==> config.mk <==
export PLATFORM = sky130hd
export DESIGN_NAME = ddr2_init_seq
export DESIGN_NICKNAME = d
export VERILOG_FILES = /design/src/rtl/ddr2_init_pkg.sv /design/src/rtl/init_wait_timer.sv /design/src/rtl/init_cmd_encode.sv /design/src/rtl/ddr2_init_seq.sv
export SDC_FILE = /design/constraint.sdc
export NUM_CORES = 1
export LEC_CHECK = 0
export ABC_AREA = 1
export BUFFER_PORTS_ARGS = -buffer_cell sky130_fd_sc_hd__buf_2
export CAP_MARGIN = 20
export CORE_ASPECT_RATIO = 1.1
export CORE_MARGIN = 1
export CORE_UTILIZATION = 50
export CTS_CLUSTER_DIAMETER = 30
export DETAILED_ROUTE_END_ITERATION = 8
export MAX_ROUTING_LAYER = met4
export PLACE_DENSITY = 0.7
export RECOVER_POWER = 100
export SLEW_MARGIN = 20
export SYNTH_ARGS = -nofsm -noshare
export SYNTH_HDL_FRONTEND = slang
export SYNTH_SLANG_ARGS = --single-unit
==> constraint.sdc <==
create_clock -name clk -period 2.6 [get_ports clk]
set_input_delay 0.78 -clock clk [delete_from_list [all_inputs] [get_ports clk]]
set_output_delay 0.78 -clock clk [all_outputs]
set_load 0.01 [all_outputs]
==> src/rtl/ddr2_init_pkg.sv <==
package ddr2_init_pkg;

  typedef enum logic [3:0] {
    K_DESEL,
    K_NOP,
    K_PREA,
    K_EMR2,
    K_EMR3,
    K_EMR1,
    K_MR_DLLRST,
    K_REF,
    K_WRITE,
    K_MR_OPER
  } cmd_kind_e;

  typedef enum logic [2:0] {
    PH_IDLE,
    PH_PWR,
    PH_CKE,
    PH_ISSUE,
    PH_GAP,
    PH_DONE
  } phase_e;

  function automatic int unsigned max2(input int unsigned a, input int unsigned b);
    return (a > b) ? a : b;
  endfunction

  // cycles covering t_ns at a clock of clk_ps, never below one
  function automatic int unsigned ns_to_cycles(input int unsigned t_ns,
                                               input int unsigned clk_ps);
    return max2(1, (t_ns * 1000 + clk_ps - 1) / clk_ps);
  endfunction

endpackage

==> src/rtl/init_wait_timer.sv <==
module init_wait_timer #(
  parameter int unsigned W = 8
) (
  input  logic         clk,
  input  logic         rst_n,
  input  logic         load,
  input  logic [W-1:0] load_val,
  output logic         expired
);

  logic [W-1:0] cnt_q;
  logic [W-1:0] cnt_d;
  logic         cnt_en;

  always_comb begin
    cnt_en = load || (cnt_q != '0);
    cnt_d  = load ? load_val : (cnt_q - {{(W-1){1'b0}}, 1'b1});
  end

  always_ff @(posedge clk or negedge rst_n) begin
    if (!rst_n)      cnt_q <= '0;
    else if (cnt_en) cnt_q <= cnt_d;
  end

  assign expired = (cnt_q == '0);

endmodule

==> src/rtl/init_cmd_encode.sv <==
module init_cmd_encode
  import ddr2_init_pkg::*;
#(
  parameter int unsigned           ADDR_W   = 14,
  parameter int unsigned           BA_W     = 3,
  parameter logic [ADDR_W-1:0]     EMR1_VAL = '0,
  parameter logic [ADDR_W-1:0]     EMR2_VAL = '0,
  parameter logic [ADDR_W-1:0]     EMR3_VAL = '0,
  parameter logic [ADDR_W-1:0]     MR_VAL   = '0
) (
  input  cmd_kind_e         kind,
  output logic              cs_n,
  output logic              ras_n,
  output logic              cas_n,
  output logic              we_n,
  output logic [BA_W-1:0]   ba,
  output logic [ADDR_W-1:0] addr
);

  localparam logic [ADDR_W-1:0] A10_BIT   = ADDR_W'(1) << 10;
  localparam logic [ADDR_W-1:0] DLLRST_BIT = ADDR_W'(1) << 8;
  // DLL-enable bit 0 and the OCD field 9:7 are forced low
  localparam logic [ADDR_W-1:0] EMR1_CLR  = (ADDR_W'(1) << 0) | (ADDR_W'(7) << 7);
  localparam logic [ADDR_W-1:0] EMR1_WORD = EMR1_VAL & ~EMR1_CLR;
  localparam logic [ADDR_W-1:0] MR_RST    = MR_VAL | DLLRST_BIT;
  localparam logic [ADDR_W-1:0] MR_OPER   = MR_VAL & ~DLLRST_BIT;

  always_comb begin
    {cs_n, ras_n, cas_n, we_n} = 4'b0111;
    ba   = '0;
    addr = '0;
    case (kind)
      K_DESEL:     {cs_n, ras_n, cas_n, we_n} = 4'b1111;
      K_NOP:       {cs_n, ras_n, cas_n, we_n} = 4'b0111;
      K_PREA: begin
        {cs_n, ras_n, cas_n, we_n} = 4'b0010;
        addr = A10_BIT;
      end
      K_EMR2: begin
        {cs_n, ras_n, cas_n, we_n} = 4'b0000;
        ba   = BA_W'(2);
        addr = EMR2_VAL;
      end
      K_EMR3: begin
        {cs_n, ras_n, cas_n, we_n} = 4'b0000;
        ba   = BA_W'(3);
        addr = EMR3_VAL;
      end
      K_EMR1: begin
        {cs_n, ras_n, cas_n, we_n} = 4'b0000;
        ba   = BA_W'(1);
        addr = EMR1_WORD;
      end
      K_MR_DLLRST: begin
        {cs_n, ras_n, cas_n, we_n} = 4'b0000;
        addr = MR_RST;
      end
      K_REF:       {cs_n, ras_n, cas_n, we_n} = 4'b0001;
      K_WRITE:     {cs_n, ras_n, cas_n, we_n} = 4'b0100;
      K_MR_OPER: begin
        {cs_n, ras_n, cas_n, we_n} = 4'b0000;
        addr = MR_OPER;
      end
      default:     {cs_n, ras_n, cas_n, we_n} = 4'b0111;
    endcase
  end

endmodule

==> src/rtl/ddr2_init_seq.sv <==
module ddr2_init_seq
  import ddr2_init_pkg::*;
#(
  parameter int unsigned       ADDR_W        = 14,
  parameter int unsigned       BA_W          = 3,
  parameter int unsigned       CLK_PERIOD_PS = 2500,
  parameter int unsigned       T_PWR_NS      = 200000,
  parameter int unsigned       T_CKE_NS      = 400,
  parameter int unsigned       T_RP_NS       = 15,
  parameter int unsigned       T_MRD_NS      = 5,
  parameter int unsigned       T_RFC_NS      = 128,
  parameter int unsigned       DLL_LOCK_CYC  = 200,
  parameter int unsigned       WR_GAP_CYC    = 16,
  parameter int unsigned       N_REFRESH     = 2,
  parameter logic [ADDR_W-1:0] EMR1_VAL      = '0,
  parameter logic [ADDR_W-1:0] EMR2_VAL      = '0,
  parameter logic [ADDR_W-1:0] EMR3_VAL      = '0,
  parameter logic [ADDR_W-1:0] MR_VAL        = '0
) (
  input  logic              clk,
  input  logic              rst_n,
  input  logic              power_good,
  output logic              cke,
  output logic              cs_n,
  output logic              ras_n,
  output logic              cas_n,
  output logic              we_n,
  output logic [BA_W-1:0]   ba,
  output logic [ADDR_W-1:0] addr,
  output logic              init_done
);

  localparam int unsigned PWR_C   = ns_to_cycles(T_PWR_NS, CLK_PERIOD_PS);
  localparam int unsigned CKE_C   = ns_to_cycles(T_CKE_NS, CLK_PERIOD_PS);
  localparam int unsigned RP_C    = ns_to_cycles(T_RP_NS, CLK_PERIOD_PS);
  localparam int unsigned MRD_C   = ns_to_cycles(T_MRD_NS, CLK_PERIOD_PS);
  localparam int unsigned RFC_C   = ns_to_cycles(T_RFC_NS, CLK_PERIOD_PS);
  localparam int unsigned DLL_C   = max2(MRD_C, DLL_LOCK_CYC);
  localparam int unsigned WRG_C   = max2(1, WR_GAP_CYC);
  localparam int unsigned NREF    = max2(2, N_REFRESH);
  localparam int unsigned MAX_C   = max2(max2(max2(PWR_C, CKE_C), max2(RP_C, RFC_C)),
                                         max2(DLL_C, WRG_C));
  localparam int unsigned TMR_W   = $clog2(MAX_C + 1);
  localparam int unsigned N_STEPS = 8 + NREF;
  localparam int unsigned STEP_W  = $clog2(N_STEPS + 1);
  localparam int unsigned WR_STEP = 6 + NREF;
  localparam int unsigned LAST_ST = N_STEPS - 1;

  phase_e            phase_q, phase_d;
  logic [STEP_W-1:0] step_q, step_d;
  logic              step_en;
  logic              advance;
  logic              tmr_load;
  logic [TMR_W-1:0]  tmr_val;
  logic              tmr_expired;
  cmd_kind_e         step_kind;
  logic [TMR_W-1:0]  step_gap;
  cmd_kind_e         bus_kind;

  // step table: command and distance to the next command
  always_comb begin
    step_kind = K_MR_OPER;
    step_gap  = TMR_W'(MRD_C);
    if (step_q == STEP_W'(0)) begin
      step_kind = K_PREA;      step_gap = TMR_W'(RP_C);
    end else if (step_q == STEP_W'(1)) begin
      step_kind = K_EMR2;      step_gap = TMR_W'(MRD_C);
    end else if (step_q == STEP_W'(2)) begin
      step_kind = K_EMR3;      step_gap = TMR_W'(MRD_C);
    end else if (step_q == STEP_W'(3)) begin
      step_kind = K_EMR1;      step_gap = TMR_W'(MRD_C);
    end else if (step_q == STEP_W'(4)) begin
      step_kind = K_MR_DLLRST; step_gap = TMR_W'(DLL_C);
    end else if (step_q == STEP_W'(5)) begin
      step_kind = K_PREA;      step_gap = TMR_W'(RP_C);
    end else if (step_q < STEP_W'(WR_STEP)) begin
      step_kind = K_REF;       step_gap = TMR_W'(RFC_C);
    end else if (step_q == STEP_W'(WR_STEP)) begin
      step_kind = K_WRITE;     step_gap = TMR_W'(WRG_C);
    end
  end

  // next-state logic
  always_comb begin
    phase_d  = phase_q;
    step_d   = step_q;
    step_en  = 1'b0;
    advance  = 1'b0;
    tmr_load = 1'b0;
    tmr_val  = '0;
    case (phase_q)
      PH_IDLE: if (power_good) begin
        phase_d  = PH_PWR;
        tmr_load = 1'b1;
        tmr_val  = TMR_W'(PWR_C - 1);
      end
      PH_PWR: if (tmr_expired) begin
        phase_d  = PH_CKE;
        tmr_load = 1'b1;
        tmr_val  = TMR_W'(CKE_C - 1);
      end
      PH_CKE: if (tmr_expired) begin
        phase_d = PH_ISSUE;
        step_d  = '0;
        step_en = 1'b1;
      end
      PH_ISSUE: begin
        if (step_gap > TMR_W'(1)) begin
          phase_d  = PH_GAP;
          tmr_load = 1'b1;
          tmr_val  = step_gap - TMR_W'(2);
        end else begin
          advance = 1'b1;
        end
      end
      PH_GAP:  advance = tmr_expired;
      PH_DONE: phase_d = PH_DONE;
      default: phase_d = PH_IDLE;
    endcase
    if (advance) begin
      if (step_q == STEP_W'(LAST_ST)) begin
        phase_d = PH_DONE;
      end else begin
        phase_d = PH_ISSUE;
        step_d  = step_q + STEP_W'(1);
        step_en = 1'b1;
      end
    end
  end

  always_ff @(posedge clk or negedge rst_n) begin
    if (!rst_n) begin
      phase_q <= PH_IDLE;
      step_q  <= '0;
    end else begin
      phase_q <= phase_d;
      if (step_en) step_q <= step_d;
    end
  end

  init_wait_timer #(.W(TMR_W)) u_timer (
    .clk      (clk),
    .rst_n    (rst_n),
    .load     (tmr_load),
    .load_val (tmr_val),
    .expired  (tmr_expired)
  );

  always_comb begin
    case (phase_q)
      PH_IDLE:  bus_kind = K_DESEL;
      PH_ISSUE: bus_kind = step_kind;
      default:  bus_kind = K_NOP;
    endcase
  end

  init_cmd_encode #(
    .ADDR_W   (ADDR_W),
    .BA_W     (BA_W),
    .EMR1_VAL (EMR1_VAL),
    .EMR2_VAL (EMR2_VAL),
    .EMR3_VAL (EMR3_VAL),
    .MR_VAL   (MR_VAL)
  ) u_encode (
    .kind  (bus_kind),
    .cs_n  (cs_n),
    .ras_n (ras_n),
    .cas_n (cas_n),
    .we_n  (we_n),
    .ba    (ba),
    .addr  (addr)
  );

  assign cke       = (phase_q != PH_IDLE) && (phase_q != PH_PWR);
  assign init_done = (phase_q == PH_DONE);

endmodule

Word-level counts from Yosys, hierarchy flattened
Index checks and enable logic that the tools add are counted.
- $add $sub $neg: 3
- mux-type cells: 48
- order comparisons: 2
- eq/ne operators: 26
- reductions and logical operators: 12
- operator list (operator ; number):
    $mux 17 ; 3
    $pmux 17 s3 ; 1
    $mux 8 ; 6
    $mux 4 ; 11
    $eq 4x3->1 const B ; 6
    $pmux 11 s2 ; 1
    $reduce_or 7->1 ; 3
    $mux 3 ; 6
    $pmux 3 s6 ; 1
    $gt 17x1->1 const B ; 1
    $logic_not 17->1 ; 1
    $reduce_bool 17->1 ; 1
    $sub 17x1->17 const B ; 1
    $sub 17x2->17 const B ; 1
    $eq 4x2->1 const B ; 4
    $eq 4x4->1 const B ; 4
    $mux 1 ; 12
    $mux 6 ; 2
    $ne 3x3->1 const B ; 4
    $logic_not 4->1 ; 2
    $pmux 4 s2 ; 1
    $eq 3x2->1 const B ; 2
    $eq 3x3->1 const B ; 2
    $pmux 2 s3 ; 1
    14 further kinds ; 14
- bits of input ports: 3
- logic and storage cells: 94
- output and inout port bits: 23
- register bits: 24

Longest topological paths before layout
- depth in word-level cells: 14
- gate-level depth with buffers: 17
- depth with buffers taken out: 17

By module
Synthesis repeated with hierarchy kept, for this count alone.
- cells, all modules: 343
- area total of the unflattened synthesis: 2297.2 um2
- by module, submodules not included (module ; area each (um2) ; times used ; sequential area each (um2) ; cells an instance):
    init_wait_timer ; 1181.1 ; 1 ; 425.4 ; 170
    ddr2_init_seq ; 892.1 ; 1 ; 175.2 ; 130
    init_cmd_encode ; 224.0 ; 1 ; 0.0 ; 43

Worst setup path after synthesis
No wires, ideal clock.
- path kind: reg-to-output
- start point: reg step_q[0]
- end point: out we_n
- data required time: 1.820 ns
- cell stages (with the launch flop): 11
- path buffers: 0
- data arrival time: 1.665 ns
- slack: 0.155 ns
- path through: dfrtp_1 > inv_1 > ha_1 > inv_2 > a21oi_2 > inv_1 > nand2_1 > nand2_1 > nand2_1 > inv_1 > nor3_1
- longest elaborated chain between the ends: 13
- elaborated cells on any way between the ends: 26
- classes of those cells: order compare (1); eq/ne (13); mux (10); reduce/logical (2)
- RTL lines (element ; line ; text):
    start: declaration ; ddr2_init_seq.sv:50 ; logic [STEP_W-1:0] step_q, step_d;
    start signal: assignment ; ddr2_init_seq.sv:137 ; if (step_en) step_q <= step_d;
    parallel branches: the longest is 8 deep, another holds $lt 4x4->1 ; - ;
    $mux 4 * ; ddr2_init_seq.sv:64 ; if (step_q == STEP_W'(0)) begin
    $pmux 4 s2 * ; ddr2_init_seq.sv:150 ; case (phase_q)
    $eq 4x2->1, or another cell as far along ; init_cmd_encode.sv:32 ; case (kind)
    $reduce_or 7->1 (no source line) * ; - ;
    $mux 1 * ; init_cmd_encode.sv:32 ;
    end: declaration ; ddr2_init_seq.sv:27 ; output logic we_n,
Every way passes the cells marked *.

Worst setup path after layout
- start point: reg step_q[1]
- end point: out ras_n
- longest elaborated chain between the ends: 13
- elaborated cells on any way between the ends: 26
- classes of those cells: order compare (1); eq/ne (13); mux (10); reduce/logical (2)
- RTL lines (element ; line ; text):
    parallel branches: the longest is 8 deep, another holds $lt 4x4->1 ; - ;
    $mux 4 * ; ddr2_init_seq.sv:64 ;
    $pmux 4 s2 * ; ddr2_init_seq.sv:150 ;
    $eq 4x3->1, or another cell as far along ; init_cmd_encode.sv:32 ;
    $reduce_or 7->1 (no source line) * ; - ;
    $mux 1 * ; init_cmd_encode.sv:32 ;
    end: declaration ; ddr2_init_seq.sv:25 ; output logic ras_n,
Marks and branches as above.

==> flow_summary.toml <==
[status]
status = "complete, but fails checks"
violations = "negative setup slack"

[route]
drt-initial-drc-count = 101
met2_length_mm = 2.743
wl_per_cell_um = 13.14
drc_errors = 0
routed.top_layer = "met4"
drt-vias-per-instance = 5.179
drtAntennaViolNets = 0
firstDrtPassIters = 4
vias = 2082
met1Wirelength_mm = 2.291
wl_mm = 5.283
wl_met3_um = 164

[die]
coreArea_sq_um = 4317
io_pins = 26
rows = 25
start_util_pct = 52.32
die_area_sq_um = 4790
die-width_um = 66.08
dieHeight_um = 72.49

[sta]
fin_crit_ns = 2.636
holdWs_ns = 0.5274
max_slew.worst_pin.slew_ns = 1.339
fmaxAchievable_mhz = 379.4
fin_crit_sh_pct = 101.4
drv_slew = 0
skew_ns = 0.003765
finalSetupViolCount = 4
rsz0062_at_grt = "yes"
fin_ws_ns = -0.03576
finalHoldViolCount = 0
worst_slew_margin_rel_pct = 10.75
fin_tns_setup_ns = -0.09450

[min_path]
hold_depth = 2
hp-start = "u_timer.cnt_q[0]"
min_path_type = "reg2reg"
min_delay_worst_endpoint = "u_timer.cnt_q[0]"

[synth]
synth_cell_types = 37
synth_area_sq_um = 2258
ys_seq_area_share_pct = 26.59
postSynthCellCount = 319
yosysWarnings = 0
synth.ff_latch_count = 24
synth.avg_cell_area_sq_um = 7.080

[job]
maxCapViolCount = 0

[worst_setup_path]
slowest_delay_ns = 0.41
r2r_end = "u_timer.cnt_q[0]"
reg2reg_depth = 16
crit_path_end_kind = "output pin"
crit_top_cell = "nand2_1"
critPathKind = "reg2out"
crit_family = "simple AND/OR/NAND/NOR gates"
regToRegStartpoint = "step_q[1]"
start_kind = "flip-flop"
cp_data_arrival_time_ns = 1.86
regToRegSetupSlack_ns = 0.12
crit_fanout = 4
critPathSlowestCell = "dfrtp_1"
crit_chain = "inv_2 -> ha_4 -> nand3_4 -> nand2_4 -> nor2_4 -> o22ai_2 -> a21oi_2 -> nand2_1 -> nand2_1 -> inv_1 -> buf_2"
required_ns = 1.82
cp.depth = 11
cp_num_buf_inv = 3

[power_and_ir_drop]
sw_frac_of_total_pct = 42.88
seqPwrFrac_pct = 33.9
power.leakage_uw = 0.001291
finalPower_uw = 1695
combinationalPowerShare_pct = 46.1
vdd_drop_max_mv = 0.2775
clkPwrFrac_pct = 20.0
powerDensity_nw_per_um2 = 645.8
switching_power_uw = 727.0
internal-power_uw = 968.3

[cts]
cts_buffers = 3
worstSkewPairLatency_ns = 0.27
clockBufferDepth = 2
cts_tree = "built"
clk_pin_slew_ns = 0.09
clockRootBuffer = "clkbuf_8"
clock_sinks = 24
cts_htree_levels = 1

[finish]
nets = 359
antenna_cells = 0
finalInstanceArea_sq_um = 2625
fillers = 409
drive_gt1_share_pct = 28.45
syn_to_final_growth_pct = 16.23
utilization_pct = 60.81

[placed_design]
dpl_cell_area_sq_um = 2330
dp.final_hpwl_mm = 3.748
numPortBuffers = 12
routabilityCongestion = 0.8842

[grt]
grt_pass1_wl_mm = 8.528
grt_max_degree = 25
antenna_found_initial = 0
grt_pass1_vias = 1909
globalRouteOverflowTotal = 0
track_usage_pct = 23.64
==> synth_stat cells <==
cell type	instances	area, sq um
nor2_1	35	131.4
nor3_1	8	40.04
nor2_4	7	78.83
o21ai_0	17	85.08
clkinv_2	1	5.000
inv_1	40	150.1
a21oi_1	13	65.06
a31oi_2	1	12.51
o211ai_1	1	7.510
or2_1	2	12.51
buf_8	1	15.01
nor4_1	1	6.260
o21ai_2	1	8.760
buf_6	2	22.52
nand4_1	1	6.260
nand3b_1	2	15.01
conb_1	1	3.750
dfrtp_1	24	600.6
nand4_2	1	12.51
ha_1	7	87.58
nand3b_4	1	20.02
nand2_2	6	37.54
a21oi_2	2	17.52
o21ai_1	1	5.000
nand2_4	7	78.83
inv_4	1	6.260
xor2_1	8	70.07
nand3_2	5	50.05
nor2_2	7	43.79
o21bai_1	1	7.510
nand2_1	68	255.2
nand3_1	21	105.1
nand3_4	2	35.03
o22ai_1	2	12.51
buf_4	13	97.59
inv_2	4	15.01
xnor2_1	4	35.03
==> cell type report <==
type                            count  area, sq um  area share, %
Inverter                           46        181.4          6.911
Timing Repair Buffer               28        182.7          6.959
Multi-Input combinational cell    246         1519          57.86
Clock inverter                      1        30.03          1.144
Tap cell                           54        67.56          2.574
Sequential cell                    24        603.1          22.97
Clock buffer                        3        41.29          1.573
==> flip-flops by register name (all words and copies together), names as in the netlist <==
| signal | count |
|---|---|
| phase_q | 3 |
| step_q | 4 |
| u_timer.cnt_q | 17 |
==> how the worst max path moves through the flow <==
stage	to	slack, ns	from
floorplan	we_n	0.15	step_q[0]
finish	ras_n	-0.04	step_q[1]
global route	ba[1]	-0.14	step_q[0]
detailed placement	cas_n	0.1	step_q[0]
CTS	cas_n	-0.02	step_q[1]
global placement	ba[1]	0.15	step_q[0]
==> timing repair <==
action	in CTS	in global routing
gates resized for setup	23	16
setup buffers	6	6
hold buffers	0	0
pin swaps	11	9
setup endpoints to repair	6	5
==> routing by layer <==
layer,global-route usage [%],vias to the layer above
li1,-,1040
met1,28.38,978
met2,41.61,52
met3,2.358,12
met4,6.619,0
met5,-,-
==> power groups by stage <==
stage               Clock [uW]  Combinational, uW  Sequential [uW]
detailed placement           0                766              582
floorplan                    0                649              559
CTS                        343                783              576
global route               361                887              588
global placement             0                757              581
finish                     340                781              575
==> stage by stage <==
step           setup WS, ns  cells
5_1_grt             -0.1351    402
4_1_cts            -0.01869    396
3_5_place_dp        0.09831    386
2_1_floorplan        0.1548    332
3_3_place_gp         0.1545    386
6_report           -0.03576    402
==> worst register-to-register path, delay by kind of cell (launching register included) <==
family / cells / cell delay, ns
adders and majority gates: 2 / 0.41
DFF: 1 / 0.41
and+or+nand+nor: 8 / 0.80
AOI/OAI and AO/OA: 1 / 0.14
buffers and inverters: 5 / 0.62
==> cell usage in the layout, fill, tap and decap left out, drive strengths merged, types with 4 or more instances in the layout <==
master | synthesis | layout
xor2 | 8 | 8
inv | 45 | 45
a21oi | 15 | 15
nor3 | 8 | 8
dfrtp | 24 | 24
nand3 | 28 | 28
buf | 16 | 24
o21ai | 19 | 19
clkbuf | 0 | 7
ha | 7 | 7
nand2 | 81 | 81
nor2 | 49 | 49
xnor2 | 4 | 4
conb | 1 | 14
==> logic make-up (layout without fill, tap and decap cells) <==
| family | count (synthesis) | after routing | synth area share, % |
|---|---|---|---|
| other cells | 1 | 14 | 0.1660 |
| xor+xnor | 12 | 12 | 4.654 |
| fa+ha+maj | 7 | 7 | 3.878 |
| buf+inv | 62 | 78 | 13.79 |
| simple gates | 174 | 174 | 41.11 |
| flops | 24 | 24 | 26.59 |
| compound gates | 39 | 39 | 9.806 |
Power figures use the tool's default switching activity.
